File: src/rtl/gia_pkg.sv
package gia_pkg;

    localparam int DATA_W       = 8;
    localparam int FIXED_REGS   = 5;   // status A/B, enable A/B, output control
    localparam int MODE_LVL_BIT = 0;
    localparam int MODE_PIN_BIT = 1;

    // Output control register layout (bits 3:0)
    typedef struct packed {
        logic ovr_val;
        logic ovr_en;
        logic active_low;
        logic push_pull;
    } out_ctrl_t;

    typedef struct packed {
        logic rise;
        logic fall;
    } pin_evt_t;

    typedef struct packed {
        logic oe;
        logic lvl;
    } pad_drive_t;

    // Map a logical active state onto the pad
    function automatic pad_drive_t drive_pad(input logic active, input out_ctrl_t c);
        pad_drive_t d;
        if (c.push_pull) begin
            d.oe  = 1'b1;
            d.lvl = active ^ c.active_low;
        end else begin
            d.oe  = active;
            d.lvl = 1'b0;
        end
        return d;
    endfunction

endpackage

File: src/rtl/gia_sync.sv
module gia_sync #(
    parameter int WIDTH  = 2,
    parameter int STAGES = 2
) (
    input  logic             clk,
    input  logic             rst,
    input  logic [WIDTH-1:0] async_in,
    output logic [WIDTH-1:0] sync_out
);
    logic [WIDTH-1:0] chain_q [STAGES];

    always_ff @(posedge clk) begin
        if (rst) begin
            for (int s = 0; s < STAGES; s++) chain_q[s] <= '0;
        end else begin
            chain_q[0] <= async_in;
            for (int s = 1; s < STAGES; s++) chain_q[s] <= chain_q[s-1];
        end
    end

    assign sync_out = chain_q[STAGES-1];
endmodule

File: src/rtl/gia_pin_detect.sv
module gia_pin_detect
    import gia_pkg::*;
#(
    parameter int NUM_PINS = 2
) (
    input  logic                clk,
    input  logic                rst,
    input  logic [NUM_PINS-1:0] pin_sync,
    input  logic [NUM_PINS-1:0] level_mode,
    output pin_evt_t            evt [NUM_PINS]
);
    logic [NUM_PINS-1:0] prev_q;

    always_ff @(posedge clk) begin
        if (rst) prev_q <= '0;
        else     prev_q <= pin_sync;
    end

    for (genvar g = 0; g < NUM_PINS; g++) begin : g_pin
        always_comb begin
            if (level_mode[g]) begin
                evt[g].rise = pin_sync[g];
                evt[g].fall = ~pin_sync[g];
            end else begin
                evt[g].rise = pin_sync[g] & ~prev_q[g];
                evt[g].fall = ~pin_sync[g] & prev_q[g];
            end
        end
    end
endmodule

File: src/rtl/gia_sticky_bank.sv
module gia_sticky_bank #(
    parameter int WIDTH = 8
) (
    input  logic             clk,
    input  logic             rst,
    input  logic [WIDTH-1:0] set_in,
    input  logic [WIDTH-1:0] clr_in,
    output logic [WIDTH-1:0] stat
);
    logic [WIDTH-1:0] stat_q;

    // A hardware set in the same cycle overrides a clear
    always_ff @(posedge clk) begin
        if (rst) stat_q <= '0;
        else     stat_q <= (stat_q & ~clr_in) | set_in;
    end

    assign stat = stat_q;
endmodule

File: src/rtl/gia_irq_out.sv
module gia_irq_out
    import gia_pkg::*;
#(
    parameter int A_W = 8,
    parameter int B_W = 4
) (
    input  logic [A_W-1:0] stat_a,
    input  logic [A_W-1:0] en_a,
    input  logic [B_W-1:0] stat_b,
    input  logic [B_W-1:0] en_b,
    input  out_ctrl_t      ctrl,
    output logic           irq_req,
    output logic           irq_pin,
    output logic           irq_oe
);
    logic       active;
    pad_drive_t pad;

    always_comb begin
        irq_req = (|(stat_a & en_a)) | (|(stat_b & en_b));
        active  = ctrl.ovr_en ? ctrl.ovr_val : irq_req;
        pad     = drive_pad(active, ctrl);
        irq_pin = pad.lvl;
        irq_oe  = pad.oe;
    end
endmodule

File: src/rtl/gpio_irq_agg.sv
module gpio_irq_agg
    import gia_pkg::*;
#(
    parameter int NUM_GPIO    = 2,
    parameter int NUM_PORTS   = 2,
    parameter int SYNC_STAGES = 2,
    localparam int ADDR_W     = $clog2(NUM_GPIO + FIXED_REGS + 1)
) (
    input  logic                 clk,
    input  logic                 rst,
    input  logic                 reg_we,
    input  logic [ADDR_W-1:0]    reg_addr,
    input  logic [DATA_W-1:0]    reg_wdata,
    output logic [DATA_W-1:0]    reg_rdata,
    input  logic [NUM_GPIO-1:0]  gpio_in,
    input  logic [NUM_PORTS-1:0] wake_evt,
    input  logic [NUM_PORTS-1:0] disc_evt,
    input  logic [NUM_PORTS-1:0] attach_evt,
    input  logic [NUM_PORTS-1:0] ovp_evt,
    output logic                 irq_pin,
    output logic                 irq_oe
);
    localparam int STAT_A_W = 2 * NUM_GPIO + 2 * NUM_PORTS;
    localparam int STAT_B_W = 2 * NUM_PORTS;
    localparam int CTRL_W   = $bits(out_ctrl_t);
    localparam logic [ADDR_W-1:0] STAT_A_ADDR = ADDR_W'(NUM_GPIO);
    localparam logic [ADDR_W-1:0] STAT_B_ADDR = ADDR_W'(NUM_GPIO + 1);
    localparam logic [ADDR_W-1:0] EN_A_ADDR   = ADDR_W'(NUM_GPIO + 2);
    localparam logic [ADDR_W-1:0] EN_B_ADDR   = ADDR_W'(NUM_GPIO + 3);
    localparam logic [ADDR_W-1:0] CTRL_ADDR   = ADDR_W'(NUM_GPIO + 4);

    // ---------------- configuration registers ----------------
    logic [NUM_GPIO-1:0] lvl_mode_q;
    logic [STAT_A_W-1:0] en_a_q;
    logic [STAT_B_W-1:0] en_b_q;
    out_ctrl_t           ctrl_q;

    always_ff @(posedge clk) begin
        if (rst) begin
            lvl_mode_q <= '0;
            en_a_q     <= '0;
            en_b_q     <= '0;
            ctrl_q     <= '0;
        end else if (reg_we) begin
            for (int g = 0; g < NUM_GPIO; g++) begin
                if (reg_addr == ADDR_W'(g)) lvl_mode_q[g] <= reg_wdata[MODE_LVL_BIT];
            end
            if (reg_addr == EN_A_ADDR) en_a_q <= reg_wdata[STAT_A_W-1:0];
            if (reg_addr == EN_B_ADDR) en_b_q <= reg_wdata[STAT_B_W-1:0];
            if (reg_addr == CTRL_ADDR) ctrl_q <= out_ctrl_t'(reg_wdata[CTRL_W-1:0]);
        end
    end

    // ---------------- pin path ----------------
    logic [NUM_GPIO-1:0] pin_sync;
    pin_evt_t            pin_evt [NUM_GPIO];

    gia_sync #(.WIDTH(NUM_GPIO), .STAGES(SYNC_STAGES)) u_sync (
        .clk      (clk),
        .rst      (rst),
        .async_in (gpio_in),
        .sync_out (pin_sync)
    );

    gia_pin_detect #(.NUM_PINS(NUM_GPIO)) u_detect (
        .clk        (clk),
        .rst        (rst),
        .pin_sync   (pin_sync),
        .level_mode (lvl_mode_q),
        .evt        (pin_evt)
    );

    // ---------------- status set/clear vectors ----------------
    logic [STAT_A_W-1:0] set_a, clr_a, stat_a;
    logic [STAT_B_W-1:0] set_b, clr_b, stat_b;

    for (genvar p = 0; p < NUM_PORTS; p++) begin : g_port
        assign set_a[2*p]           = disc_evt[p];
        assign set_a[2*p+1]         = wake_evt[p];
        assign set_b[p]             = ovp_evt[p];
        assign set_b[NUM_PORTS + p] = attach_evt[p];
    end

    for (genvar g = 0; g < NUM_GPIO; g++) begin : g_gpio
        assign set_a[2*NUM_PORTS + 2*g]     = pin_evt[g].fall;
        assign set_a[2*NUM_PORTS + 2*g + 1] = pin_evt[g].rise;
    end

    assign clr_a = (reg_we && reg_addr == STAT_A_ADDR) ? reg_wdata[STAT_A_W-1:0] : '0;
    assign clr_b = (reg_we && reg_addr == STAT_B_ADDR) ? reg_wdata[STAT_B_W-1:0] : '0;

    gia_sticky_bank #(.WIDTH(STAT_A_W)) u_bank_a (
        .clk    (clk),
        .rst    (rst),
        .set_in (set_a),
        .clr_in (clr_a),
        .stat   (stat_a)
    );

    gia_sticky_bank #(.WIDTH(STAT_B_W)) u_bank_b (
        .clk    (clk),
        .rst    (rst),
        .set_in (set_b),
        .clr_in (clr_b),
        .stat   (stat_b)
    );

    // ---------------- interrupt output ----------------
    logic irq_req;

    gia_irq_out #(.A_W(STAT_A_W), .B_W(STAT_B_W)) u_out (
        .stat_a  (stat_a),
        .en_a    (en_a_q),
        .stat_b  (stat_b),
        .en_b    (en_b_q),
        .ctrl    (ctrl_q),
        .irq_req (irq_req),
        .irq_pin (irq_pin),
        .irq_oe  (irq_oe)
    );

    // ---------------- read back ----------------
    always_comb begin
        reg_rdata = '0;
        for (int g = 0; g < NUM_GPIO; g++) begin
            if (reg_addr == ADDR_W'(g)) begin
                reg_rdata[MODE_LVL_BIT] = lvl_mode_q[g];
                reg_rdata[MODE_PIN_BIT] = pin_sync[g];
            end
        end
        if (reg_addr == STAT_A_ADDR) reg_rdata = DATA_W'(stat_a);
        if (reg_addr == STAT_B_ADDR) reg_rdata = DATA_W'(stat_b);
        if (reg_addr == EN_A_ADDR)   reg_rdata = DATA_W'(en_a_q);
        if (reg_addr == EN_B_ADDR)   reg_rdata = DATA_W'(en_b_q);
        if (reg_addr == CTRL_ADDR)   reg_rdata = DATA_W'(ctrl_q);
    end
endmodule

File: config.mk
export PLATFORM = sky130hd
export DESIGN_NAME = gpio_irq_agg
export DESIGN_NICKNAME = d
export VERILOG_FILES = /design/src/rtl/gia_pkg.sv /design/src/rtl/gia_sync.sv /design/src/rtl/gia_pin_detect.sv /design/src/rtl/gia_sticky_bank.sv /design/src/rtl/gia_irq_out.sv /design/src/rtl/gpio_irq_agg.sv
export SDC_FILE = /design/constraint.sdc
export NUM_CORES = 1
export LEC_CHECK = 0
export ABC_AREA = 1
export BUFFER_PORTS_ARGS = -buffer_cell sky130_fd_sc_hd__buf_2
export CAP_MARGIN = 20
export CORE_MARGIN = 2
export CORE_UTILIZATION = 45
export CTS_BUF_LIST = sky130_fd_sc_hd__clkbuf_4 sky130_fd_sc_hd__clkbuf_8
export CTS_CLUSTER_DIAMETER = 60
export DETAILED_ROUTE_END_ITERATION = 6
export PLACE_DENSITY_LB_ADDON = 0.15
export SLEW_MARGIN = 30
export SYNTH_ARGS = -nofsm -noshare
export SYNTH_HDL_FRONTEND = slang
export SYNTH_HIERARCHICAL = 1
export SYNTH_SLANG_ARGS = --single-unit
File: constraint.sdc
create_clock -name clk -period 1.75 [get_ports clk]
set_input_delay 0 -clock clk [delete_from_list [all_inputs] [get_ports clk]]
set_output_delay 0 -clock clk [all_outputs]
set_load 0.03 [all_outputs]
### Word level (Yosys, flattened, before mapping)

Memory sizes are Yosys's and may differ from the RTL's.
Index checks and enable logic that the tools add are counted.

| storage, ports and cells | value |
|---|---|
| input bits | 24 |
| word-level logic and storage cells | 66 |
| memories | 1 |
| output and inout port bits | 10 |
| memory bits (writable) | 4 |
| register bits after elaboration | 32 |

Memory list:

| name | words | width | rd ports | clocked after memory_dff | write ports | RTL line | text |
|---|---|---|---|---|---|---|---|
| u_sync.chain_q | 2 | 2 | 2 | 0 | 2 | gia_sync.sv:10 | `logic [WIDTH-1:0] chain_q [STAGES];` |

| operators by class | value |
|---|---|
| reductions and logical operators | 10 |
| mux-type cells | 18 |
| eq/ne operators | 6 |
| bitwise gates (word level) | 20 |

Operators by type and width:

| kind | count |
|---|---|
| $mux W8 | 6 |
| $and A8 B8 Y8 | 2 |
| $mux W2 | 7 |
| $reduce_and A2 Y1 | 5 |
| $eq A3 B3 Y1 const B | 3 |
| $and A4 B4 Y4 | 2 |
| $not A8 Y8 | 1 |
| $or A8 B8 Y8 | 1 |
| $reduce_or A8 Y1 | 1 |
| $eq A3 B2 Y1 const B | 2 |
| $and A1 B1 Y1 | 4 |
| $mux W1 | 4 |
| $mux W4 | 1 |
| $not A1 Y1 | 4 |
| $not A4 Y4 | 1 |
| $or A4 B4 Y4 | 1 |
| $reduce_or A4 Y1 | 1 |
| $eq A3 B1 Y1 const B | 1 |
| $logic_not A3 Y1 | 1 |
| $or A1 B1 Y1 | 3 |
| $logic_and A1 B1 Y1 | 2 |
| $xor A1 B1 Y1 | 1 |

### Depth between registers and ports, before layout

Gate-level depths: netlist of the first run.

| logic depth | value |
|---|---|
| depth in word-level cells | 8 |
| depth in mapped cells | 9 |
| gate-level depth less buffers | 8 |

### Cells and area by module

Netlist of the first run, hierarchy kept.

Modules (own cells, without submodules):

| module | instances | sequential area each (µm²) | cells an instance | area an instance (µm²) |
|---|---|---|---|---|
| gpio_irq_agg | 1 | 360.3 | 164 | 1,098.6 |
| gia_sticky_bank at u_bank_a | 1 | 160.2 | 41 | 331.6 |
| gia_sticky_bank at u_bank_b | 1 | 80.1 | 20 | 145.1 |
| gia_irq_out | 1 | 0.0 | 31 | 135.1 |
| gia_sync | 1 | 80.1 | 14 | 125.1 |
| gia_pin_detect | 1 | 40.0 | 14 | 95.1 |

### Least setup slack after synthesis of the first run

OpenSTA, ideal clock, no wires.

| path | value |
|---|---|
| path kind | flip-flop to output port |
| start | reg u_bank_a.stat_q[7] (netlist: u_bank_a/stat[7]) |
| end | out irq_pin |
| arrival | 1.139 ns |
| setup slack | 0.611 ns |
| cell stages (with the launch flop) | 8 |
| data required time | 1.750 ns |
| path buffers | 0 |
| cell sequence | dfxtp_1 nand2_1 nand2_1 nor2_1 nand3_2 nand2_2 a21oi_2 nor2_1 |

| on the way | value |
|---|---|
| cells in the longest elaborated chain, start to end | 6 |

Ends and longest elaborated chain:

| item | RTL line | text |
|---|---|---|
| start: declaration | gia_sticky_bank.sv:10 | `logic [WIDTH-1:0] stat_q;` |
| start signal: assignment | gia_sticky_bank.sv:15 | `else stat_q <= (stat_q & ~clr_in) \| set_in;` |
| $and A8 B8 Y8 | gia_irq_out.sv:20 | `irq_req = (\|(stat_a & en_a)) \| (\|(stat_b & en_b));` |
| $reduce_or A8 Y1 | gia_irq_out.sv:20 |  |
| $or A1 B1 Y1 | gia_irq_out.sv:20 |  |
| via irq_req | gpio_irq_agg.sv:109 | `logic irq_req;` |
| $mux W1 | gia_irq_out.sv:21 | `active = ctrl.ovr_en ? ctrl.ovr_val : irq_req;` |
| $xor A1 B1 Y1 | gia_pkg.sv:31 | `d.lvl = active ^ c.active_low;` |
| $mux W2 | gia_pkg.sv:29 | `if (c.push_pull) begin` |
| end: declaration | gpio_irq_agg.sv:20 | `output logic irq_pin,` |

The timed path passes the listed nets, and every way through them passes these cells.

### Worst setup path in the final report of the first run

| path | value |
|---|---|
| start | reg u_bank_b.stat_q[0] (netlist: u_bank_b/stat[0]) |
| end | out irq_pin |

| on the way | value |
|---|---|
| cells in the longest elaborated chain, start to end | 6 |

Ends and longest elaborated chain:

| item | RTL line |
|---|---|
| start: declaration | gia_sticky_bank.sv:10 |
| start signal: assignment | gia_sticky_bank.sv:15 |
| $and A4 B4 Y4 | gia_irq_out.sv:20 |
| $reduce_or A4 Y1 | gia_irq_out.sv:20 |
| $or A1 B1 Y1 | gia_irq_out.sv:20 |
| via irq_req | gpio_irq_agg.sv:109 |
| $mux W1 | gia_irq_out.sv:21 |
| $xor A1 B1 Y1 | gia_pkg.sv:31 |
| $mux W2 | gia_pkg.sv:29 |

The timed path passes the listed nets, and every way through them passes these cells.

==> summary.md, run 1 <==
| Metric | Value |
|---|---|
| H-tree Lvls | 2 |
| Largest net degree at the start of global routing | 30 |
| Syn Std Cell Area | ~1900 um^2 |
| Final Hold Vio Count | 0 |
| Yosys top cell area share | 0.3733 |
| Post-Syn Instances | between 200 and 300 |
| Die ar. | between 4000 and 5000 um^2 |
| Number of max-cap violations | 0 |
| Nets | approximately 350 |
| Vias/cell | 4.767 |
| Lkg Pwr | about 1.0 nW |
| Max Clock Skew | between 2 and 3 ps |
| Post-DRT Antenna Nets | 0 |
| Sequential fraction of the synthesis area | 0.3733 |
| Gr ovfl total | 0 |
| Yosys reg bits | 36 |
| Core area | between 4000 and 5000 um^2 |
| Placed insts | approximately 360 |
| Die height | ~70 um |
| I/O pins | 34 |
| Setup Buffers After CTS | 0 |
| Wire per inst | 12.01 um |
| TNS Setup | 0 ps |
| CTS tree | yes |
| Initial antenna violation count | 0 |
| Syn Nets | slightly above 300 |
| Synth cell types | 24 |
| Crit-path max FO | 3 |
| PnR worst setup slack | around 310 ps |
| Worst hold path type | input pin to flop |
| First-pass GRT wire length | 7645 um |
| Row count | 23 |
| Avg Cell Area, Syn | between 6 and 7 um^2 |
| Slew @ Worst Pin | 378.2 ps |
| Relative slew slack | 0.7479 |
| Num CTS Buffers | 5 |
| Dpl hpwl | 3308 um |
| YS warnings | 6 |
| Footprint of the multi-input gates | 915.9 um^2 |
| Critical path class | flop to output port |
| Die Width | roughly 70 um |
| Worst setup EP type | output port |
| Clk root buf | clkbuf_8 |
| Count of clock tree sinks | 36 |
| Worst slack, placed | ~450 ps |
| Bufs on Longest Clock Path | 2 |
| Detailed Route WL | ~4500 um |
| Post-layout util | 0.5606 |
| Via count | between 1500 and 2000 |
| Initial core utilization | 0.4758 |
| Non-Filler Instances | roughly 370 |
| Pwr dens | 746.5 nW/um^2 |
| Final Critical Period | 1439 ps |
| Unrepaired setup endpoints after global routing | false |
| Drt pass-1 iters | 4 |
| Number of port buffers | 33 |
| Status | completed |
| Ranking of synthesized cells by area | dfxtp_1 37%, nand2_1 13%, inv_1 9.9% |
| Final Setup Violations | 0 |
| CP arrival | 1440 ps |
| Residual DRC | 0 |
| Clock slew at the register clock pins of the worst setup and hold paths | approximately 70 ps |
| # fillers | 409 |
| Required time of the critical path | about 1800 ps |
| Vias in the first global route | roughly 1600 |
| Area Growth Syn to Fin | 17.82% |
| Achievable Freq | about 700 MHz |
| Layout cells sized above 1 | 0.2068 |
| GP Congestion | approximately 0.83 |
| Register area | slightly above 700 um^2 |
| Max VDD drop | ~360 uV |
| Final Max Slew Viols | 0 |
| Iteration-0 DRC Markers | between 90 and 100 |
| Worst setup SP type | flop |
| Number of diodes | 0 |
| Area leader, netlist | dfxtp_1 |
| Crit share post-route | 0.8224 |
| Clock Latency Late Sink | 290 ps |
| Worst hold margin | roughly 8 ps |
| Tot GR Track Use | 0.2001 |
-- layout by cell type, fill, tap and decap left out --
| cell | count |
|---|---|
| a211oi_1 | 1 |
| a211oi_2 | 4 |
| a21oi_1 | 19 |
| a21oi_2 | 11 |
| buf_12 | 1 |
| buf_2 | 33 |
| clkbuf_4 | 1 |
| clkbuf_8 | 5 |
| clkinv_2 | 1 |
| dfxtp_1 | 36 |
| dlygate4sd3_1 | 10 |
| inv_1 | 51 |
| inv_2 | 3 |
| inv_4 | 1 |
| nand2_1 | 69 |
| nand2_2 | 2 |
| nand2_4 | 1 |
| nand3_1 | 23 |
| nand3_2 | 1 |
| nand3b_1 | 1 |
| nand4_1 | 7 |
| nor2_1 | 36 |
| nor2_8 | 1 |
| nor3_4 | 2 |
| o21ai_0 | 4 |
-- worst max-delay path, cell delays in order, from the launching register on --
cell     delay, ps
dfxtp_1        330
nand2_1         70
nand2_1         50
nor2_1         160
nand3_2        110
nand2_2         90
nand3_1         80
nand2_1         60
nor2_1          30
buf_2          170
-- final cells by class --
type	count	area share
repair buffers	44	0.1254
inverters	55	0.09186
multi-input cells	182	0.4026
clock buffers	6	0.03355
well taps	50	0.02750
flip-flops and latches	36	0.3168
clock inverters	1	0.002200
-- cell usage after synthesis, drive strengths merged --
master   n
nand4    7
nor3     2
buf     10
dfxtp   36
nand3   24
nor2    37
a211oi   5
nand2   72
o21ai    4
a21oi   30
inv     55
nand3b   1
clkbuf   1
-- state kept, by name (all words and copies together), names as in the netlist --
signal           cells
ctrl_q               4
en_a_q               8
en_b_q               4
lvl_mode_q           2
u_bank_a/stat        8
u_bank_b/stat        4
u_detect/prev_q      2
u_sync/chain_q       4
-- logic make-up after synthesis --
logic type	after synthesis	synth area share
and+or+nand+nor	143	0.3351
buffers and inverters	66	0.1523
AOI/OAI and AO/OA	39	0.1393
DFF	36	0.3733
-- stage by stage --
step           power [W]  instance area [um^2]
3_5_place_dp    0.001124                  2093
4_1_cts         0.001714                  2275
6_report        0.001698                  2275
2_1_floorplan   0.001053                  1931
5_1_grt         0.001789                  2275
3_3_place_gp    0.001121                  2093
-- power breakdown --
part / total (W) / switching, W / internal [W]
Sequential: 0.000881 / 0.0000267 / 0.000854
Clock: 0.000576 / 0.000290 / 0.000286
Combinational: 0.000242 / 0.000151 / 0.0000913
-- layer usage --
layer  up-vias  global-route usage  share of wire
met5         -                   0              0
met4         0             0.07625          0.015
met3         5             0.05087          0.052
met2        48              0.3130           0.44
met1       773              0.2646           0.50
li1        957                   -              -
-- what timing repair did --
item | in CTS | in global routing
hold buffers | 10 | 0
hold endpoints to repair | 10 | 0
resized for setup | 0 | 0
-- path summary, 6_finish.rpt --
kind                                            from                   end  slack (ps)  depth (start not counted)
worst min register to register  u_sync/chain_q[0][1]  u_sync/chain_q[0][3]         400                          2
worst max-delay path                u_bank_b/stat[0]               irq_pin         310                          9
worst min-delay path                    reg_wdata[5]             en_a_q[5]           8                          3
worst max register to register         lvl_mode_q[0]      u_bank_a/stat[4]         930                          4
Note: power is estimated with default switching activity, not from simulation.
==> inputs of run 2 (changes only) <==
==> constraint.sdc (replaced) <==
create_clock -name clk -period 1.3 [get_ports clk]
set_input_delay 0 -clock clk [delete_from_list [all_inputs] [get_ports clk]]
set_output_delay 0 -clock clk [all_outputs]
set_load 0.03 [all_outputs]
==> summary.md, run 2 (same netlist as run 1, synthesis figures left out) <==
| Metric | Value |
|---|---|
| Iteration-0 DRC Markers | 133 |
| Required time of the critical path | approximately 1300 ps |
| Vias/cell | around 4.8 |
| Number of max-cap violations | 0 |
| Tot GR Track Use | 0.1979 |
| GP Congestion | 0.9505 |
| Clock slew at the register clock pins of the worst setup and hold paths | ~70 ps |
| Worst hold path type | input pin to flop |
| Achievable Freq | about 740 MHz |
| Slowest-stage cell, CP | dfxtp_1 |
| Max incr delay on CP | 330 ps |
| Clock Latency Late Sink | about 280 ps |
| Violated checks | negative setup slack |
| H-tree Lvls | 2 |
| Crit-path cells | nand2_1, nand2_1, nor2_2, nand3_2, nand2_2, nand3_2, nand2_1, nor2_1, buf_4 |
| Grt met1 use | 0.2827 |
| Total power | around 0.0024 W |
| Area Growth Syn to Fin | 25.53% |
| Final Max Slew Viols | 0 |
| CTS tree | yes |
| Post-layout util | 0.5973 |
| PnR worst setup slack | -53.19 ps |
| Initial core utilization | 0.4758 |
| Worst setup EP type | output port |
| Unrepaired setup endpoints after global routing | true |
| Crit share post-route | 1.041 |
| Max Clock Skew | 5.826 ps |
| Die ar. | 4830 um^2 |
| Worst setup SP type | flop |
| Crit-path max FO | 3 |
| Layer with the highest usage | met2 |
| Nets | 359 |
| Grt met3 use | 0.03488 |
| Register area | between 700 and 800 um^2 |
| Worst hold margin | 12.28 ps |
| Family with the most delay on the worst path | simple AND/OR/NAND/NOR gates |
| Dpl hpwl | 3253 um |
| Via count | around 1800 |
| Final Setup Violations | 2 |
| Die height | between 60 and 70 um |
| Drt pass-1 iters | 4 |
| Count of clock tree sinks | 36 |
| Gr ovfl total | 0 |
| Num CTS Buffers | 5 |
| Number of port buffers | 33 |
| Relative slew slack | 0.7419 |
| I/O pins | 34 |
| First-pass GRT wire length | around 7800 um |
| Max VDD drop | 543.4 uV |
| Non-Filler Instances | between 300 and 400 |
| Final Critical Period | 1353 ps |
| Detailed Route WL | between 4000 and 5000 um |
| Post-DRT Antenna Nets | 0 |
| Placed insts | roughly 360 |
| Most used cell, CP | nand2_1 |
| Die Width | roughly 70 um |
| Vias in the first global route | 1725 |
| Number of diodes | 0 |
| Pwr dens | between 900 and 1000 nW/um^2 |
| Residual DRC | 0 |
| Footprint of the multi-input gates | 942.2 um^2 |
| Status | finished with violations |
| Area post-placement | 2108 um^2 |
| Core area | 4058 um^2 |
| # fillers | slightly below 400 |
| Critical path class | flop to output port |
| Bufs on Longest Clock Path | 2 |
| Most frequent cells in the layout | 66 x nand2_1, 51 x inv_1, 34 x nor2_1 |
| Initial antenna violation count | 0 |
| Slew @ Worst Pin | just under 400 ps |
| Layout cells sized above 1 | 0.2917 |
| Lkg Pwr | 1.126 nW |
| Clk root buf | clkbuf_8 |
| CP bufs+invs | 1 |
| Final Instance Area | roughly 2400 um^2 |
| GRT met2 Usage | 0.2970 |
| Wire per inst | around 11 um |
| CP arrival | 1350 ps |
| Largest net degree at the start of global routing | 20 |
| Final Hold Vio Count | 0 |
| Most common cell after layout, fill and taps aside | nand2_1 |
| Row count | 23 |
run 2: power breakdown:
group / internal (W) / total, W / switching [W]
Clock: 0.000423 / 0.000811 / 0.000388
Combinational: 0.000151 / 0.000364 / 0.000213
Sequential: 0.00115 / 0.00118 / 0.0000312
run 2: worst reg2reg max path, cell delays in order (launching register included):
cell and delay [ps]:
dfxtp_1 370, inv_1 70, a21oi_2 110, inv_1 60, a21oi_2 110
run 2: repair_timing:
item,in CTS,in global routing
hold buffers,10,0
resized for setup,15,10
endpoints found under the hold margin,10,0
setup endpoints to repair,2,3
setup buffers,7,2
pin swaps,8,7
run 2: path summary, 6_finish.rpt:
check                    endpoint  slack (ps)                 start  depth (start not counted)
max                       irq_pin         -50             en_b_q[3]                          9
min reg2reg  u_sync/chain_q[0][3]         410  u_sync/chain_q[0][1]                          2
max reg2reg      u_bank_a/stat[7]         510         lvl_mode_q[1]                          4
min                     en_a_q[7]          10          reg_wdata[7]                          3
run 2: layout make-up:
cell class	count	share of cell area
inverter	55	0.08622
timing repair buffer	55	0.1564
clock buffer	6	0.03407
clock inverter	2	0.004130
multi-input combinational	182	0.3887
sequential	36	0.3046
tap	50	0.02581
run 2: layer usage:
layer,wire [um],up-vias
met3,218,5
li1,-,979
met1,2252,805
met4,60,0
met5,0,-
met2,1905,45
run 2: metrics by stage:
step	setup TNS (ps)	setup WS, ps
after floorplan	0	161.3
after global placement	0	138.3
after detailed placement	0	135.8
after CTS	-66.72	-66.52
after global routing	-325.6	-142.0
final	-71.72	-53.19
==> inputs of run 3 (changes only) <==
--- a/config.mk
+++ b/config.mk
@@ -8,12 +8,13 @@
 export ABC_AREA = 1
 export BUFFER_PORTS_ARGS = -buffer_cell sky130_fd_sc_hd__buf_2
 export CAP_MARGIN = 20
-export CORE_MARGIN = 2
+export CORE_MARGIN = 3
 export CORE_UTILIZATION = 45
 export CTS_BUF_LIST = sky130_fd_sc_hd__clkbuf_4 sky130_fd_sc_hd__clkbuf_8
 export CTS_CLUSTER_DIAMETER = 60
 export DETAILED_ROUTE_END_ITERATION = 6
 export PLACE_DENSITY_LB_ADDON = 0.15
+export RECOVER_POWER = 25
 export SLEW_MARGIN = 30
 export SYNTH_ARGS = -nofsm -noshare
 export SYNTH_HDL_FRONTEND = slang
==> summary.md, run 3 (same netlist as run 1, synthesis figures left out) <==
| Metric | Value |
|---|---|
| Gr ovfl total | 0 |
| Post-layout util | 0.6146 |
| Count of clock tree sinks | 36 |
| Clock slew at the register clock pins of the worst setup and hold paths | roughly 70 ps |
| Final Hold Vio Count | 0 |
| Tot GR Track Use | 0.1952 |
| Initial core utilization | 0.4758 |
| H-tree Lvls | 2 |
| Layer with the highest usage | met2 |
| Via count | ~1800 |
| Die ar. | about 5000 um^2 |
| Vias/cell | roughly 4.8 |
| Grt met3 use | 0.04769 |
| Footprint of the multi-input gates | ~950 um^2 |
| I/O pins | 34 |
| Lkg Pwr | ~1.1 nW |
| GRT met2 Usage | 0.3082 |
| Required time of the critical path | roughly 1300 ps |
| Dpl hpwl | about 3200 um |
| TNS Setup | -66.63 ps |
| Layout cells sized above 1 | 0.3343 |
| Worst setup EP type | output port |
| Residual DRC | 0 |
| Worst setup SP type | flop |
| Area Growth Syn to Fin | 29.16% |
| Final Max Slew Viols | 0 |
| Number of max-cap violations | 0 |
| Most used cell, CP | nand2_2 |
| Crit-path cells | nand2_2, nand2_2, nor2_4, nand3_2, nand2_2, a21oi_2, nor2_1, buf_4 |
| Largest net degree at the start of global routing | 37 |
| Achievable Freq | about 730 MHz |
| Most frequent cells in the layout | 59 x nand2_1, 51 x inv_1, 33 x nor2_1 |
| Slew @ Worst Pin | between 400 and 500 ps |
| Bufs on Longest Clock Path | 2 |
| Clock Latency Late Sink | ~290 ps |
| Core area | between 4000 and 5000 um^2 |
| Worst hold path type | input pin to flop |
| Status | finished with violations |
| Final Setup Violations | 1 |
| Clock Power Share | 0.356 |
| Num CTS Buffers | 5 |
| Wire per inst | approximately 12 um |
| CTS tree | yes |
| Crit-path max FO | 3 |
| Vias in the first global route | 1720 |
| Post-DRT Antenna Nets | 0 |
| Crit share post-route | 1.051 |
| Register area | 745.7 um^2 |
| Initial antenna violation count | 0 |
| Logic pwr share | 0.156 |
| Max Clock Skew | approximately 2.7 ps |
| First-pass GRT wire length | between 7000 and 8000 um |
| Unrepaired setup endpoints after global routing | true |
| CP arrival | between 1000 and 1500 ps |
| Flop pwr share | 0.488 |
| Critical path class | flop to output port |
| Slowest-stage cell, CP | dfxtp_2 |
| CP bufs+invs | 1 |
| Number of port buffers | 33 |
| Number of diodes | 0 |
| Most common cell after layout, fill and taps aside | nand2_1 |
| NetSw | approximately 0.00064 W |
| Die height | 71.50 um |
| Family with the most delay on the worst path | simple AND/OR/NAND/NOR gates |
| Max incr delay on CP | 330 ps |
| Clk root buf | clkbuf_8 |
| Violated checks | negative setup slack |
| Die Width | slightly above 70 um |
| Max VDD drop | roughly 640 uV |
| Drt pass-1 iters | 4 |
| Nets | between 300 and 400 |
| GP Congestion | ~0.90 |
| Pint | 0.001793 W |
| # fillers | 395 |
| Iteration-0 DRC Markers | between 70 and 80 |
| Relative slew slack | 0.6819 |
| PnR worst setup slack | -66.63 ps |
| Pwr dens | 976.9 nW/um^2 |
| Detailed Route WL | 4697 um |
| Final Critical Period | about 1400 ps |
| Grt met1 use | 0.2592 |
| Row count | 23 |
| Switching share of power | 0.2638 |
run 3: routing by layer:
metal  vias up  wire (um)  part of all wire
met1       800       2211              0.47
met2        57       2033              0.43
li1        983          -                 -
met3         8        363             0.077
met5         -          0                 0
met4         0         87             0.019
run 3: layout make-up:
type / count / area share
sequential: 36 / 0.2990
multi-input combinational: 182 / 0.3823
clock buffer: 8 / 0.03914
tap: 50 / 0.02509
timing repair buffer: 57 / 0.1706
inverter: 55 / 0.08379
run 3: worst reg2reg max path: cells and delay by family (launching register included):
family	cells	cell delay, ps
DFF	1	380
buffers and inverters	1	70
AOI/OAI and AO/OA	1	120
and+or+nand+nor	2	190
run 3: timing repair:
action	CTS	global route
endpoints found under the hold margin	13	0
endpoints found under the setup margin	2	5
gates cloned	0	0
setup buffers	5	3
gates resized for setup	19	33
hold buffers	13	0
pin swaps	6	15
run 3: path summary, 6_finish.rpt:
path	start	to	slack [ps]	cells after the start
worst max-delay path	u_bank_a/stat[6]	irq_pin	-70	8
worst min-delay path	reg_wdata[6]	en_a_q[6]	20	3
worst max register to register	lvl_mode_q[0]	u_bank_a/stat[4]	480	4
worst min register to register	u_sync/chain_q[0][1]	u_sync/chain_q[0][3]	410	2
run 3: power groups by stage:
stage,logic (W),clock network [W],registers [W]
floorplan,0.000220,0,0.00120
global placement,0.000304,0,0.00121
detailed placement,0.000306,0,0.00121
CTS,0.000359,0.000891,0.00118
global route,0.000422,0.000927,0.00119
finish,0.000379,0.000867,0.00119
run 3: through the flow:
stage	instances	hold slack, ps	setup WS [ps]	power (W)	cell area (um^2)
finish	388	15.34	-66.63	0.002436	2494
floorplan	284	69.07	161.3	0.001417	1931
global route	388	18.62	-155.4	0.002543	2494
global placement	359	199.4	127.1	0.001512	2108
CTS	385	1.634	-74.64	0.002433	2411
detailed placement	359	205.9	124.5	0.001514	2108
